## src/rtl/seqx_pkg.sv

```systemverilog
package seqx_pkg;
  localparam logic [7:0] IDX_KEY     = 8'h08;
  localparam logic [7:0] KEY_OPEN    = 8'h06;
  localparam logic [7:0] ECHO_FLOOR  = 8'h1B;
  localparam logic [7:0] IDX_MEM_LO  = 8'h10;
  localparam logic [7:0] IDX_CMD     = 8'h15;
  localparam logic [7:0] IDX_SEQ     = 8'h17;
  localparam int         NUM_PLL     = 2;
  localparam int         SEQ_DEPTH   = 4;
  localparam int         HALVE_BIT   = 4;

  typedef enum logic [1:0] {
    SRC_FIXED_LO = 2'd0,
    SRC_FIXED_HI = 2'd1,
    SRC_PROG     = 2'd2
  } clk_src_e;

  function automatic logic [7:0] seq_byte(input int unsigned pos);
    case (pos)
      0:       seq_byte = 8'h7B;
      1:       seq_byte = 8'hC0;
      2:       seq_byte = 8'h00;
      default: seq_byte = 8'hDA;
    endcase
  endfunction
endpackage

```

## src/rtl/seqx_key_guard.sv

```systemverilog
module seqx_key_guard
  import seqx_pkg::*;
(
  input  logic       clk,
  input  logic       rst_n,
  input  logic [7:0] idx,
  input  logic       wr_en,
  input  logic [7:0] wdata,
  output logic [7:0] key_q,
  output logic       open_q,
  output logic       ext_ok
);
  logic [7:0] key_d;
  logic       key_ld;

  assign key_ld = wr_en && (idx == IDX_KEY);

  always_comb begin
    key_d = key_q;
    if (key_ld) key_d = wdata;
  end

  always_ff @(posedge clk or negedge rst_n) begin
    if (!rst_n) key_q <= '0;
    else        key_q <= key_d;
  end

  assign open_q = (key_q == KEY_OPEN);
  assign ext_ok = open_q && (idx > IDX_KEY);
endmodule

```

## src/rtl/seqx_pll_fields.sv

```systemverilog
module seqx_pll_fields
  import seqx_pkg::*;
#(
  parameter logic [7:0] LO_IDX = 8'h10,
  parameter int         NW     = 5,
  parameter int         RW     = 3,
  parameter int         MW     = 7
) (
  input  logic          clk,
  input  logic          rst_n,
  input  logic [7:0]    idx,
  input  logic          wr_ok,
  input  logic [7:0]    wdata,
  output logic [NW-1:0] n_q,
  output logic [RW-1:0] r_q,
  output logic [MW-1:0] m_q,
  output logic          hit,
  output logic [7:0]    rd
);
  localparam logic [7:0] HI_IDX = LO_IDX + 8'd1;

  logic          lo_en, hi_en;
  logic [NW-1:0] n_d;
  logic [RW-1:0] r_d;
  logic [MW-1:0] m_d;

  assign lo_en = wr_ok && (idx == LO_IDX);
  assign hi_en = wr_ok && (idx == HI_IDX);

  always_comb begin
    n_d = n_q;
    r_d = r_q;
    m_d = m_q;
    if (lo_en) begin
      n_d = wdata[NW-1:0];
      r_d = wdata[NW+RW-1:NW];
    end
    if (hi_en) m_d = wdata[MW-1:0];
  end

  always_ff @(posedge clk or negedge rst_n) begin
    if (!rst_n) begin
      n_q <= '0;
      r_q <= '0;
      m_q <= '0;
    end else begin
      n_q <= n_d;
      r_q <= r_d;
      m_q <= m_d;
    end
  end

  assign hit = (idx == LO_IDX) || (idx == HI_IDX);

  always_comb begin
    rd = '0;
    if (idx == LO_IDX) rd = {r_q, n_q};
    else if (idx == HI_IDX) rd = 8'(m_q);
  end
endmodule

```

## src/rtl/seqx_rot_seq.sv

```systemverilog
module seqx_rot_seq
  import seqx_pkg::*;
#(
  parameter int DEPTH = SEQ_DEPTH,
  localparam int PW = (DEPTH > 1) ? $clog2(DEPTH) : 1
) (
  input  logic          clk,
  input  logic          rst_n,
  input  logic          step,
  output logic [PW-1:0] ptr_q,
  output logic [7:0]    cur
);
  logic [PW-1:0] ptr_d;

  always_comb begin
    ptr_d = ptr_q;
    if (step) begin
      if (ptr_q == PW'(DEPTH - 1)) ptr_d = '0;
      else                         ptr_d = ptr_q + 1'b1;
    end
  end

  always_ff @(posedge clk or negedge rst_n) begin
    if (!rst_n) ptr_q <= '0;
    else        ptr_q <= ptr_d;
  end

  assign cur = seq_byte(int'(ptr_q));
endmodule

```

## src/rtl/seqx_clk_regs.sv

```systemverilog
module seqx_clk_regs
  import seqx_pkg::*;
(
  input  logic       clk,
  input  logic       rst_n,
  input  logic [7:0] idx,
  input  logic       wr_en,
  input  logic [7:0] wdata,
  input  logic       rd_en,
  output logic [7:0] rdata,
  input  logic [1:0] misc_clk_sel,
  output logic [1:0] clk_src,
  output logic       halve_pclk,
  output logic [4:0] mem_n,
  output logic [2:0] mem_r,
  output logic [6:0] mem_m,
  output logic [4:0] vid_n,
  output logic [2:0] vid_r,
  output logic [6:0] vid_m
);
  localparam int PW = $clog2(SEQ_DEPTH);

  logic [7:0]    key_q;
  logic          open_q, ext_ok, wr_ok;
  logic [7:0]    cmd_q, cmd_d;
  logic          seq_step;
  logic [PW-1:0] seq_ptr;
  logic [7:0]    seq_cur;

  logic [4:0] n_arr [NUM_PLL];
  logic [2:0] r_arr [NUM_PLL];
  logic [6:0] m_arr [NUM_PLL];
  logic       hit_arr [NUM_PLL];
  logic [7:0] rd_arr [NUM_PLL];

  seqx_key_guard u_key (
    .clk(clk), .rst_n(rst_n), .idx(idx), .wr_en(wr_en), .wdata(wdata),
    .key_q(key_q), .open_q(open_q), .ext_ok(ext_ok)
  );

  assign wr_ok = wr_en && ext_ok;

  for (genvar g = 0; g < NUM_PLL; g++) begin : g_pll
    seqx_pll_fields #(.LO_IDX(IDX_MEM_LO + 8'(2 * g))) u_pll (
      .clk(clk), .rst_n(rst_n), .idx(idx), .wr_ok(wr_ok), .wdata(wdata),
      .n_q(n_arr[g]), .r_q(r_arr[g]), .m_q(m_arr[g]),
      .hit(hit_arr[g]), .rd(rd_arr[g])
    );
  end

  assign mem_n = n_arr[0];
  assign mem_r = r_arr[0];
  assign mem_m = m_arr[0];
  assign vid_n = n_arr[1];
  assign vid_r = r_arr[1];
  assign vid_m = m_arr[1];

  always_comb begin
    cmd_d = cmd_q;
    if (wr_ok && (idx == IDX_CMD)) cmd_d = wdata;
  end

  always_ff @(posedge clk or negedge rst_n) begin
    if (!rst_n) cmd_q <= '0;
    else        cmd_q <= cmd_d;
  end

  assign halve_pclk = cmd_q[HALVE_BIT];

  assign seq_step = rd_en && ext_ok && (idx == IDX_SEQ);

  seqx_rot_seq u_seq (
    .clk(clk), .rst_n(rst_n), .step(seq_step), .ptr_q(seq_ptr), .cur(seq_cur)
  );

  always_comb begin
    rdata = '0;
    if (idx == IDX_KEY) begin
      rdata = key_q;
    end else if ((idx > IDX_KEY) && !open_q) begin
      rdata = (idx < ECHO_FLOOR) ? 8'h00 : idx;
    end else if (idx > IDX_KEY) begin
      if (idx == IDX_CMD)      rdata = cmd_q;
      else if (idx == IDX_SEQ) rdata = seq_cur;
      else begin
        for (int k = 0; k < NUM_PLL; k++)
          if (hit_arr[k]) rdata = rd_arr[k];
      end
    end
  end

  always_comb begin
    case (misc_clk_sel)
      2'd0:    clk_src = SRC_FIXED_LO;
      2'd1:    clk_src = SRC_FIXED_HI;
      default: clk_src = SRC_PROG;
    endcase
  end
endmodule

```

## config.mk

```make
export PLATFORM = sky130hd
export DESIGN_NAME = seqx_clk_regs
export DESIGN_NICKNAME = d
export VERILOG_FILES = /design/src/rtl/seqx_pkg.sv /design/src/rtl/seqx_key_guard.sv /design/src/rtl/seqx_pll_fields.sv /design/src/rtl/seqx_rot_seq.sv /design/src/rtl/seqx_clk_regs.sv
export SDC_FILE = /design/constraint.sdc
export NUM_CORES = 1
export LEC_CHECK = 0
export BUFFER_PORTS_ARGS = -buffer_cell sky130_fd_sc_hd__buf_2
export CORE_ASPECT_RATIO = 1.25
export CORE_MARGIN = 4
export CORE_UTILIZATION = 46
export CTS_CLUSTER_DIAMETER = 30
export DETAILED_ROUTE_END_ITERATION = 10
export PLACE_DENSITY = 0.72
export RECOVER_POWER = 50
export SLEW_MARGIN = 10
export SYNTH_ARGS = -nofsm -noshare
export SYNTH_HDL_FRONTEND = slang
export SYNTH_HIERARCHICAL = 1
export SYNTH_SLANG_ARGS = --single-unit
```

## constraint.sdc

```tcl
create_clock -name clk -period 2.6 [get_ports clk]
set_input_delay 0.26 -clock clk [delete_from_list [all_inputs] [get_ports clk]]
set_output_delay 0.26 -clock clk [all_outputs]
set_load 0.03 [all_outputs]
```

==> impl_metrics.py <==
metrics = {
    "global_routing": {
        "grt_util_all_layers": 0.204,
        "grt_pass1_vias": 2304,
        "antenna_found_initial": 0,
        "grt-ovfl-total": 0,
        "grt_pass1_wl_mm": 12.3,
        "grt_max_degree": 27,
    },
    "timing": {
        "hold_ws_ns": 0.264,
        "clock-skew-final_ns": 0.0103,
        "rsz0062_at_grt": "no",
        "fmax_mhz": 393,
        "worst_slew_pin_slew_ns": 1.45,
        "slew_violations": 0,
        "min_period_over_period": 0.979,
        "layout_setup_ws_ns": 0.0553,
        "min_period_ns": 2.54,
        "hold_violations": 0,
        "setup_viol": 0,
        "setup_tns_ns": 0,
        "slew-limit-headroom": 0.0334,
    },
    "place": {
        "routabilityCongestion": 0.910,
        "place_inst": 404,
        "port_buffers": 62,
        "dp_hpwl_mm": 5.77,
        "dpl_worst_slack_ns": -0.0739,
    },
    "setup_path": {
        "rr_worst_depth": 7,
        "path_max_fanout": 8,
        "crit_type": "reg -> out",
        "arrival_ns": 2.28,
        "crit_path_end_kind": "primary output",
        "required_ns": 2.34,
        "start_kind": "register",
    },
    "synth": {
        "synth_cells": 244,
        "synth_area_um2": 2940,
        "syn_area_per_cell_um2": 12.1,
        "synth-seq-cells": 48,
        "synth_area_leader_cell": "dfrtp_1",
        "synth.most_common_cell": "dfrtp_1",
        "synth_fp_nets": 271,
        "synth_top_area_share": 0.408,
        "synth_cell_types": 42,
        "synth_edf_count": 0,
        "synth_flop_cell": "dfrtp_1",
        "synth_warnings": 6,
        "synth_common_cells": "48 x dfrtp_1, 32 x mux2_4, 25 x mux2i_1, 15 x mux2_2, 15 x nor2_1",
        "synthArstFlopShare": 1.00,
        "synth-seq-area-share": 0.408,
        "synth_area_leaders": "dfrtp_1 41%, mux2_4 16%, mux2i_1 8.5%, mux2_2 5.7%, ha_1 2.1%",
    },
    "floorplan": {
        "die_w_um": 79.5,
        "fp-row-count": 32,
        "start_util": 0.474,
        "die_h_um": 97.4,
        "boundaryPins": 63,
        "die_area_um2": 7750,
        "core_um2": 6210,
    },
    "clock_network": {
        "cts_made_buffers": 5,
        "cts_tree": "done",
        "clkTransAtPathRegs_ns": 0.09,
        "clock-root-buffer": "clkbuf_8",
        "clock_path_buffers": 2,
        "clock-sinks": 48,
        "clkLatencyLatePin_ns": 0.31,
        "cts.htree.levels": 2,
    },
    "min_path": {
        "hp-class": "in -> reg",
        "holdPathStages": 2,
    },
    "final_layout": {
        "drive_gt1_frac": 0.451,
        "antenna_cells": 0,
        "nFillCells": 545,
        "nets": 354,
        "stdcell_count": 413,
        "area_growth_pct": 24.0,
    },
    "routing": {
        "num_vias": 2208,
        "first_pass_iters": 4,
        "drc": 0,
        "viasPerCell": 5.35,
        "drt_iter0_markers": 81,
        "routed_wl_mm": 7.57,
        "ant_nets": 0,
        "wire_per_inst_um": 18.3,
    },
    "outcome": {
        "run_status": "finished clean",
    },
    "power_and_ir_drop": {
        "p_leak_nw": 1.73,
        "power_density_nw_per_um2": 383,
        "p_total_mw": 1.40,
        "ir_worst_vdd_mv": 0.356,
    },
    "flow_run": {
        "cap_violations": 0,
    },
}
[layer usage]
layer | vias up | global-route usage | share of wire
met5 | - | 0 | 0
met4 | 0 | 0.0463 | 0.011
met3 | 7 | 0.0353 | 0.031
met2 | 42 | 0.361 | 0.54
met1 | 1112 | 0.253 | 0.42
li1 | 1047 | - | -
[power by group]
group	internal, mW	total [mW]	switching, mW
sequential	0.752	0.756	0.00408
clock	0.193	0.460	0.266
combinational	0.0789	0.183	0.104
[final cells by class]
class,instances,area [um^2],share of cell area
tap,85,106,0.0291
timing repair buffer,95,522,0.143
clock buffer,5,68.8,0.0189
sequential,48,1200,0.329
inverter,9,33.8,0.00926
clock inverter,3,22.5,0.00617
multi-input combinational,168,1700,0.465
[final timing paths]
check                                           startpoint                                end  slack, ns
min in group asynchronous                            rst_n  g_pll[1].u_pll/n_q[4]$_DFFE_PN0P_       0.82
worst min-delay path                              wdata[7]  g_pll[0].u_pll/r_q[2]$_DFFE_PN0P_       0.26
worst max register to register  u_key/key_q[0]$_DFFE_PN0P_  g_pll[1].u_pll/n_q[0]$_DFFE_PN0P_       0.07
worst min register to register        cmd_q[6]$_DFFE_PN0P_               cmd_q[6]$_DFFE_PN0P_       0.52
worst max-delay path            u_key/key_q[0]$_DFFE_PN0P_                           rdata[4]       0.06
max in group asynchronous                            rst_n         u_key/key_q[3]$_DFFE_PN0P_       0.58
[repair_timing]
item,in CTS,in global routing
pin swaps,5,1
cloned,0,0
endpoints found under the hold margin,24,0
hold buffers,1,0
setup endpoints to repair,21,7
resized for setup,4,18
setup buffers,0,0
[worst max-delay path, stage by stage (launching register included)]
cell and delay (ns):
dfrtp_1 0.39, or4bb_4 0.56, nor2_4 0.11, buf_6 0.14, nand4bb_4 0.16, o22ai_4 0.10, a22oi_2 0.23, o31ai_2 0.11
buf_2 0.19
[cells in the final DEF (no fill, tap or decap), types with 3 or more instances in the layout]
cell / netlist / routed
dfrtp_1: 48 / 48
clkbuf_1: 6 / 34
mux2_4: 32 / 32
buf_4: 5 / 31
buf_2: 3 / 27
mux2i_1: 25 / 25
mux2_2: 15 / 15
nor2_1: 15 / 14
inv_1: 9 / 8
nand2_1: 6 / 6
and2_1: 6 / 6
clkbuf_8: 0 / 5
ha_1: 5 / 5
a22oi_1: 7 / 4
a221oi_2: 0 / 4
o31ai_2: 0 / 4
nor2b_1: 5 / 4
or4_4: 3 / 4
o21ai_0: 5 / 3
nor3_2: 3 / 3
and4_1: 3 / 3
a22oi_2: 0 / 3
or2_2: 3 / 3
[metrics by stage]
stage	utilization	area, um^2
floorplan	-	2970
global placement	0.564	3500
detailed placement	0.564	3500
CTS	0.583	3620
global route	0.588	3650
finish	0.588	3650
[state kept, by name, summed over array words and instances, names as in the netlist]
register and cells:
u_seq/ptr_q 2, g_pll.u_pll/r_q 6, g_pll.u_pll/m_q 14, u_key/key_q 8
cmd_q 8, g_pll.u_pll/n_q 10
[logic make-up (layout without fill, tap and decap cells)]
kind of cell	Yosys count	count (layout)	synth area share
adder cells (fa/ha/maj)	5	5	0.0213
AO/OA/AOI/OAI	28	28	0.0697
multiplexers	72	72	0.306
AND/OR/NAND/NOR	62	62	0.138
buffers and inverters	28	112	0.0561
other	1	1	0.00127
flip-flops	48	48	0.408
No activity file was read; power rests on OpenSTA's default activity.
